===== src/rtl/spi_stat_pkg.sv =====
`timescale 1ns/1ps
package spi_stat_pkg;
    localparam int unsigned DATA_W = 32;

    typedef enum logic [1:0] {
        ADDR_MODE = 2'd0,
        ADDR_EVT  = 2'd1,
        ADDR_MASK = 2'd2,
        ADDR_NONE = 2'd3
    } reg_addr_e;

    // event flag positions
    localparam int unsigned EV_TXE   = 15;
    localparam int unsigned EV_DON   = 14;
    localparam int unsigned EV_RNE   = 9;
    localparam int unsigned EV_TNF   = 8;
    localparam int unsigned EV_TXOVF = 0;
    localparam int unsigned EV_TXUNF = 1;
    localparam int unsigned EV_RXOVF = 2;
    localparam int unsigned EV_RXUNF = 3;
    localparam int unsigned CNT_LSB  = 24;
    localparam int unsigned CNT_W    = 6;

    // mode register positions
    localparam int unsigned MODE_EN   = 31;
    localparam int unsigned TXTHR_LSB = 8;
    localparam int unsigned RXTHR_LSB = 0;

    localparam logic [31:0] LATCH_BITS = (32'd1 << EV_TXE) | (32'd1 << EV_DON) |
                                         (32'd1 << EV_TXOVF) | (32'd1 << EV_TXUNF) |
                                         (32'd1 << EV_RXOVF) | (32'd1 << EV_RXUNF);
endpackage


===== src/rtl/spi_word_fifo.sv =====
`timescale 1ns/1ps
module spi_word_fifo #(
    parameter int unsigned W     = 32,
    parameter int unsigned DEPTH = 8,
    localparam int unsigned CW   = $clog2(DEPTH + 1)
) (
    input  logic          clk,
    input  logic          rst_n,
    input  logic          en,
    input  logic          push,
    input  logic [W-1:0]  wdata,
    input  logic          pop,
    output logic [W-1:0]  rdata,
    output logic [CW-1:0] count,
    output logic          ovf,
    output logic          unf
);
    localparam int unsigned AW = (DEPTH > 1) ? $clog2(DEPTH) : 1;

    typedef struct packed {
        logic [AW-1:0] wp;
        logic [AW-1:0] rp;
        logic [CW-1:0] cnt;
    } fifo_st_t;

    fifo_st_t st_q, st_d;
    logic [W-1:0] mem_q [DEPTH];
    logic full, empty, push_ok, pop_ok;

    function automatic logic [AW-1:0] bump(input logic [AW-1:0] p);
        return (p == AW'(DEPTH - 1)) ? '0 : p + 1'b1;
    endfunction

    always_comb begin
        full    = (st_q.cnt == CW'(DEPTH));
        empty   = (st_q.cnt == '0);
        push_ok = en && push && !full;
        pop_ok  = en && pop && !empty;
        st_d    = st_q;
        if (!en) begin
            st_d = '0;
        end else begin
            if (push_ok) st_d.wp = bump(st_q.wp);
            if (pop_ok)  st_d.rp = bump(st_q.rp);
            case ({push_ok, pop_ok})
                2'b10:   st_d.cnt = st_q.cnt + 1'b1;
                2'b01:   st_d.cnt = st_q.cnt - 1'b1;
                default: st_d.cnt = st_q.cnt;
            endcase
        end
    end

    always_ff @(posedge clk) begin
        if (!rst_n) st_q <= '0;
        else        st_q <= st_d;
    end

    always_ff @(posedge clk) begin
        if (push_ok) mem_q[st_q.wp] <= wdata;
    end

    assign rdata = mem_q[st_q.rp];
    assign count = st_q.cnt;
    assign ovf   = en && push && full;
    assign unf   = en && pop && empty;

    // occupancy never exceeds the depth
    assert_count_bound_R3: assert property (@(posedge clk) disable iff (!rst_n)
        st_q.cnt <= CW'(DEPTH));
    // a rejected push alone leaves the queue as it was
    assert_no_overflow_R8: assert property (@(posedge clk) disable iff (!rst_n)
        (en && push && full && !pop) |=> $stable(st_q.cnt));
    // disabled queue is empty on the next cycle
    assert_flush_R9: assert property (@(posedge clk) disable iff (!rst_n)
        !en |=> (st_q.cnt == '0));
endmodule


===== src/rtl/spi_evt_regs.sv =====
`timescale 1ns/1ps
module spi_evt_regs
    import spi_stat_pkg::*;
#(
    parameter int unsigned DEPTH = 8,
    parameter int unsigned THR_W = 4,
    localparam int unsigned CW   = $clog2(DEPTH + 1)
) (
    input  logic          clk,
    input  logic          rst_n,
    input  logic          bus_wr,
    input  logic [1:0]    bus_addr,
    input  logic [31:0]   bus_wdata,
    output logic [31:0]   bus_rdata,
    input  logic          xfer_done,
    input  logic          tx_pop,
    input  logic [CW-1:0] tx_cnt,
    input  logic [CW-1:0] rx_cnt,
    input  logic          tx_ovf,
    input  logic          tx_unf,
    input  logic          rx_ovf,
    input  logic          rx_unf,
    output logic          en,
    output logic          irq
);
    typedef struct packed {
        logic             en;
        logic [THR_W-1:0] tx_thr;
        logic [THR_W-1:0] rx_thr;
        logic [31:0]      mask;
        logic [31:0]      flags;
        logic             irq;
    } regs_st_t;

    regs_st_t st_q, st_d;
    logic [31:0] w1c, set_v;
    logic [CNT_W-1:0] rx_bytes;

    always_comb begin
        w1c   = (bus_wr && bus_addr == ADDR_EVT) ? bus_wdata : '0;
        set_v = '0;
        set_v[EV_TXE]   = st_q.en && tx_pop && (tx_cnt == CW'(1));
        set_v[EV_DON]   = st_q.en && xfer_done;
        set_v[EV_TXOVF] = tx_ovf;
        set_v[EV_TXUNF] = tx_unf;
        set_v[EV_RXOVF] = rx_ovf;
        set_v[EV_RXUNF] = rx_unf;

        st_d = st_q;
        st_d.flags = ((st_q.flags & ~w1c) | set_v) & LATCH_BITS;
        st_d.flags[EV_RNE] = st_q.en && (rx_cnt != '0) && !w1c[EV_RNE];
        st_d.flags[EV_TNF] = st_q.en && (tx_cnt != CW'(DEPTH)) && !w1c[EV_TNF];
        st_d.irq = |(st_q.flags & st_q.mask);

        if (bus_wr && bus_addr == ADDR_MODE) begin
            st_d.en     = bus_wdata[MODE_EN];
            st_d.tx_thr = bus_wdata[TXTHR_LSB +: THR_W];
            st_d.rx_thr = bus_wdata[RXTHR_LSB +: THR_W];
        end
        if (bus_wr && bus_addr == ADDR_MASK) st_d.mask = bus_wdata;
    end

    always_ff @(posedge clk) begin
        if (!rst_n) st_q <= '0;
        else        st_q <= st_d;
    end

    always_comb begin
        rx_bytes  = CNT_W'({rx_cnt, 2'b00});
        bus_rdata = '0;
        case (bus_addr)
            ADDR_MODE: begin
                bus_rdata[MODE_EN]               = st_q.en;
                bus_rdata[TXTHR_LSB +: THR_W]    = st_q.tx_thr;
                bus_rdata[RXTHR_LSB +: THR_W]    = st_q.rx_thr;
            end
            ADDR_EVT: begin
                bus_rdata                        = st_q.flags;
                bus_rdata[CNT_LSB +: CNT_W]      = rx_bytes;
            end
            ADDR_MASK: bus_rdata = st_q.mask;
            default:   bus_rdata = '0;
        endcase
    end

    assign en  = st_q.en;
    assign irq = st_q.irq;

    // a zero mask keeps the interrupt low on the next cycle
    assert_mask_zero_R10: assert property (@(posedge clk) disable iff (!rst_n)
        (st_q.mask == '0) |=> !st_q.irq);
    // level flags are low after a disabled cycle
    assert_disabled_levels_R9: assert property (@(posedge clk) disable iff (!rst_n)
        !st_q.en |=> (!st_q.flags[EV_RNE] && !st_q.flags[EV_TNF]));
    // clearing the drained flag without a new set leaves it low
    assert_w1c_txe_R6: assert property (@(posedge clk) disable iff (!rst_n)
        (w1c[EV_TXE] && !set_v[EV_TXE]) |=> !st_q.flags[EV_TXE]);
    // sticky error bit holds until written with one
    assert_sticky_R8: assert property (@(posedge clk) disable iff (!rst_n)
        (st_q.flags[EV_RXOVF] && !w1c[EV_RXOVF]) |=> st_q.flags[EV_RXOVF]);
endmodule


===== src/rtl/spi_status_unit.sv =====
`timescale 1ns/1ps
module spi_status_unit
    import spi_stat_pkg::*;
#(
    parameter int unsigned DEPTH = 8,
    parameter int unsigned THR_W = 4
) (
    input  logic        clk,
    input  logic        rst_n,
    input  logic        bus_wr,
    input  logic [1:0]  bus_addr,
    input  logic [31:0] bus_wdata,
    output logic [31:0] bus_rdata,
    input  logic        tx_push,
    input  logic [31:0] tx_data_in,
    input  logic        tx_pop,
    output logic [31:0] tx_data_out,
    input  logic        rx_push,
    input  logic [31:0] rx_data_in,
    input  logic        rx_pop,
    output logic [31:0] rx_data_out,
    input  logic        xfer_done,
    output logic        irq
);
    localparam int unsigned CW = $clog2(DEPTH + 1);

    logic          en;
    logic [CW-1:0] tx_cnt, rx_cnt;
    logic          tx_ovf, tx_unf, rx_ovf, rx_unf;

    spi_word_fifo #(.W(DATA_W), .DEPTH(DEPTH)) u_tx_fifo (
        .clk(clk), .rst_n(rst_n), .en(en),
        .push(tx_push), .wdata(tx_data_in), .pop(tx_pop), .rdata(tx_data_out),
        .count(tx_cnt), .ovf(tx_ovf), .unf(tx_unf)
    );

    spi_word_fifo #(.W(DATA_W), .DEPTH(DEPTH)) u_rx_fifo (
        .clk(clk), .rst_n(rst_n), .en(en),
        .push(rx_push), .wdata(rx_data_in), .pop(rx_pop), .rdata(rx_data_out),
        .count(rx_cnt), .ovf(rx_ovf), .unf(rx_unf)
    );

    spi_evt_regs #(.DEPTH(DEPTH), .THR_W(THR_W)) u_regs (
        .clk(clk), .rst_n(rst_n),
        .bus_wr(bus_wr), .bus_addr(bus_addr), .bus_wdata(bus_wdata), .bus_rdata(bus_rdata),
        .xfer_done(xfer_done), .tx_pop(tx_pop), .tx_cnt(tx_cnt), .rx_cnt(rx_cnt),
        .tx_ovf(tx_ovf), .tx_unf(tx_unf), .rx_ovf(rx_ovf), .rx_unf(rx_unf),
        .en(en), .irq(irq)
    );
endmodule


===== config.mk =====
export PLATFORM = sky130hd
export DESIGN_NAME = spi_status_unit
export DESIGN_NICKNAME = d
export VERILOG_FILES = /design/src/rtl/spi_stat_pkg.sv /design/src/rtl/spi_word_fifo.sv /design/src/rtl/spi_evt_regs.sv /design/src/rtl/spi_status_unit.sv
export SDC_FILE = /design/constraint.sdc
export NUM_CORES = 1
export LEC_CHECK = 0
export BUFFER_PORTS_ARGS = -buffer_cell sky130_fd_sc_hd__buf_2
export CAP_MARGIN = 5
export CORE_MARGIN = 2
export CORE_UTILIZATION = 45
export DETAILED_ROUTE_END_ITERATION = 8
export PLACE_DENSITY = 0.65
export SYNTH_ARGS = -nofsm -noshare
export SYNTH_HDL_FRONTEND = slang
export SYNTH_SLANG_ARGS = --single-unit

===== constraint.sdc =====
create_clock -name clk -period 7.2 [get_ports clk]
set_input_delay 1.44 -clock clk [delete_from_list [all_inputs] [get_ports clk]]
set_output_delay 1.44 -clock clk [all_outputs]
set_load 0.02 [all_outputs]

---- Yosys cells after proc, flatten, opt, wreduce, memory -nomap -nowiden ----
Memory sizes are Yosys's and may differ from the RTL's. A register that Yosys moved wholly into a read port is not among the register bits.
Cells that the tools add are included.
word-level totals
  output and inout bits ................... 97
  register bits after elaboration ......... 70
  word-level logic and storage cells ...... 95
  RAM bits ................................ 512
  memories kept ........................... 2
memories
  name             depth  bits a word  rd ports  clocked after memory_dff  write ports  RTL line             RTL
  u_rx_fifo.mem_q  8      32           1         1                         1            spi_word_fifo.sv:27  logic [W-1:0] mem_q [DEPTH];
  u_tx_fifo.mem_q  8      32           1         1                         1            spi_word_fifo.sv:27
cells by class
  add/sub/neg operators ................... 8
  equal/unequal tests ..................... 14
  reductions and logical operators ........ 35
  multiplexer cells ....................... 20
  bitwise gates (word level) .............. 4
operators with widths
  operator                                                            count
  19-bit case mux with 2 select lines                                 1
  16-bit by 32-bit bitwise AND with 32-bit output                     1
  32-bit OR reduction                                                 1
  3-bit 2-to-1 mux                                                    8
  4-bit case mux with 2 select lines                                  3
  4-bit case mux with 3 select lines                                  2
  1-bit logical AND                                                   21
  16-bit bitwise AND                                                  1
  16-bit 2-to-1 mux                                                   1
  16-bit inverter                                                     1
  16-bit OR                                                           1
  3-bit by 1-bit adder with 3-bit output, second input constant       4
  3-bit == test, second input constant                                4
  4-bit by 1-bit adder with 4-bit output, second input constant       2
  4-bit == test, second input constant                                2
  4-bit zero test                                                     2
  4-bit by 1-bit subtractor with 4-bit output, second input constant  2
  2-bit by 1-bit == test with 1-bit output, second input constant     3
  2-bit == test, second input constant                                3
  1-bit zero test                                                     6
  4-bit by 1-bit == test with 1-bit output, second input constant     1
  1-bit 2-to-1 mux                                                    4
  4-bit != test, second input constant                                1
  2-bit nonzero test                                                  2
  other kinds (4)                                                     4

---- Depth between registers and ports, before layout ----
  depth after elaboration ................. 6
  gate-level depth with buffers ........... 11
  gate-level depth less buffers ........... 10

---- Hierarchy ----
Synthesis repeated with hierarchy kept, for this count alone.
unflattened totals
  cells, all modules ...................... 1,214
  area, all modules ....................... 23,058.4 µm²
modules (own cells, without submodules)
  module         cells an instance  seq. area each (µm²)  area each (µm²)  times used
  spi_word_fifo  467                7,947.6               10,430.0         2
  spi_evt_regs   280                1,001.0               2,198.4          1

---- Least setup slack after synthesis ----
Ideal clock, no wire load.
  path kind ............................... input to register
  from .................................... input rx_push
  to ...................................... memory u_rx_fifo.mem_q[0][0], enable pin
  arrival time ............................ 4.843 ns
  stages on the path ...................... 4
  setup slack ............................. 1.855 ns
  path buffers ............................ 0
  path through ............................ nand2_1 a21oi_2 inv_2 nor4_1
between the ends
  longest elaborated chain between the ends .. 4
RTL lines
  element                                 RTL line               RTL
  start: declaration                      spi_status_unit.sv:18  input logic rx_push,
  1-bit logical AND (2 in series)         spi_word_fifo.sv:37    push_ok = en && push && !full;
  1-bit 2-to-1 mux                        spi_word_fifo.sv:59    if (push_ok) mem_q[st_q.wp] <= wdata;
  1-bit 2-to-1 mux (implied by the code)  spi_word_fifo.sv:59
  end: declaration                        spi_word_fifo.sv:27
Every way passes these cells.

==> metrics.cfg <==
[logic_synthesis]
yosysMostFrequentCell = edfxtp_1
syn_inst = 1172
synth-main-ff-cell = edfxtp_1
syn_nets = 1297
yosysTopAreaCellShare = 0.6671
yosysTopAreaCell = edfxtp_1
synthTopCellsByArea = edfxtp_1 (67%), mux4_1 (9.9%), dfxtp_1 (6.6%)
syn_area_sq_um = 23050
syn_area_per_cell_sq_um = 19.67
ys_seq_elements = 588
ys_seq_area_frac = 0.7331
ys_types = 45
async_flop_share = 0
synth_edf_count = 512
yosys-top-cells-count = edfxtp_1 (512), nand2_1 (100), mux4_1 (87), dfxtp_1 (76), mux2_2 (64)
ys_warn_count = 0

[timing]
rsz0062_at_grt = false
worstMarginPinSlew_ns = 1.156
finalCritPeriodShare = 0.6255
hold_violations = 0
max_freq_mhz = 222.0
finalSetupViolCount = 0
setup_tns_ns = 0
min_period_ns = 4.504
skew_ns = 0.01729
slew_headroom = 0.2276
slew_violations = 0

[status]
status = completed

[routing]
post_drt_wl_per_cell_microns = 21.98
drc = 0
first_pass_iters = 4
routed_wl_microns = 46340
ant_nets = 0
drt_iter0_markers = 696
via_per_inst = 5.487
routed-via-count = 11567

[floorplanning]
die_y_microns = 230.3
placementRows = 82
io_pins = 203
dieArea_sq_um = 53050
initial_core_util = 0.4575
core_sq_um = 50380
die_w_microns = 230.3

[global_routing]
grt_overflow = 0
grt_usage = 0.1756
grt_pass1_wl_microns = 70780
antenna_found_initial = 5
grt_pass1_vias = 11990
grt_max_degree = 65

[power_and_ir_drop]
ir_drop_mv = 0.2747
p_leak_uw = 0.008760
p_per_area_nw_per_um2 = 248.0

[clock_network]
cts_max_level = 2
cts.sinks = 588
cts-resized-gates = 0
cts_setup_buffers = 0
cts_made_buffers = 58
cts_tree = built
clkTransAtPathRegs_ns = 0.06
cts-root-buf = clkbuf_16
clk_path_buf_depth = 3
hold_buffers = 0
clk_latency_ns = 0.60

[worst_setup_path]
cp_max_fo = 44
cp_data_arrival_time_ns = 3.06
reg2reg_slack_ns = 4.42
critPathTopFamily = multiplexers
cpPeakStageDelay_ns = 0.71
start_kind = register
crit_slowest_cell = buf_4
worst_setup_path_end_kind = output pin
crit_required_ns = 5.76
critPathKind = register to output pin
crit_chain = buf_4 > mux4_1 > mux2_2 > buf_2
worst-path-buf-inv = 2

[cells_and_area]
fin_cells = 2108
fillers = 4021
final_nets = 1519
ff_latch_area_sq_um = 16910
drive_above_1_share = 0.3047
area_delta_synth_final_pct = 15.18
multi_input_area_sq_um = 5883

[job]
cap_violations = 0

[placed_design]
portBuffers = 202
dp.final_hpwl_microns = 25510
post-place-cells = 2005
place.gp.congestion = 0.7745

[worst_hold_path]
hold_path.class = register to register

[metrics by stage]
stage	total power (uW)	instance area [sq um]	utilization	setup slack (ns)	hold WS, ns
global route	6804	26550	0.5269	2.499	0.4714
global placement	3910	24820	0.4928	2.842	0.4397
finish	6583	26550	0.5270	2.696	0.4530
CTS	6654	26530	0.5266	2.585	0.4521
floorplan	3838	23050	-	1.855	0.4317
detailed placement	3918	24820	0.4928	2.656	0.4453
[flip-flops by register name, summed over array words and instances (netlist names), named ones only]
signal,count
u_regs.en,1
u_regs.irq,1
u_regs.st_q,48
u_rx_fifo.count,4
u_rx_fifo.mem_q,256
u_rx_fifo.st_q,6
u_tx_fifo.count,4
u_tx_fifo.mem_q,256
u_tx_fifo.st_q,6
[final timing paths]
| check | from | to | cells past startpoint |
|---|---|---|---|
| worst max register to register | u_regs.en | u_rx_fifo.count[2] | 9 |
| worst min-delay path | u_regs.st_q[37] | u_regs.st_q[37] | 2 |
| worst max-delay path | register | rx_data_out[12] | 4 |
| worst min register to register | u_regs.st_q[37] | u_regs.st_q[37] | 2 |
[power breakdown]
part	leakage [uW]	switching, uW	internal (uW)
Sequential	0.00522	7.10	3710
Combinational	0.00270	86.0	42.6
Clock	0.000841	1230	1510
[cells in the final DEF, fill, tap and decap left out, types with 3 or more instances in the layout]
| master | instances |
|---|---|
| a211oi_1 | 3 |
| dfxtp_1 | 70 |
| nor4_2 | 3 |
| nor2_4 | 6 |
| clkbuf_1 | 9 |
| ha_1 | 19 |
| buf_2 | 202 |
| inv_1 | 5 |
| and2_1 | 19 |
| nor2b_1 | 7 |
| dfxtp_2 | 4 |
| clkbuf_16 | 58 |
| mux4_2 | 41 |
| clkinvlp_4 | 3 |
| nor3_2 | 8 |
| nand4b_1 | 3 |
| nand2_1 | 100 |
| o21ai_0 | 6 |
| a22oi_1 | 13 |
| nor2_1 | 25 |
| a222oi_1 | 6 |
| a21oi_1 | 57 |
| mux2_2 | 64 |
| clkinv_1 | 9 |
| buf_4 | 21 |
| edfxtp_1 | 512 |
| nand2b_1 | 5 |
| or3_1 | 4 |
| clkinv_2 | 17 |
| xor2_1 | 5 |
| mux4_1 | 87 |
| nand3_1 | 10 |
| nand4_1 | 3 |
| mux2i_1 | 6 |
[worst min-delay path, cell delays in order, from the launching register on]
cell and delay [ns]:
dfxtp_1 0.30, nand2_1 0.05, a21oi_1 0.06
[cell families after synthesis]
kind of cell / Yosys count / synth area share
AO/OA/AOI/OAI: 91 / 0.02378
AND/OR/NAND/NOR: 202 / 0.04153
XOR/XNOR: 6 / 0.002280
adder cells (fa/ha/maj): 19 / 0.01031
buffers and inverters: 68 / 0.01591
flip-flops: 588 / 0.7331
multiplexers: 198 / 0.1731
[metal layers]
layer / wire, microns / global-route usage / vias up
li1: - / - / 5232
met2: 22950 / 0.2928 / 246
met4: 771 / 0.04173 / 6
met1: 20090 / 0.2363 / 6009
met3: 2490 / 0.03931 / 74
met5: 40 / 0 / -
[cell type report]
type,instances,share of cell area
Inverter,6,0.0008483
Clock inverter,33,0.008248
Tap cell,672,0.03167
Antenna cell,2,0.0001885
Sequential cell,588,0.6369
Clock buffer,67,0.05594
Timing Repair Buffer,224,0.04458
Multi-Input combinational cell,516,0.2216
(Power assumes the default switching activity.)
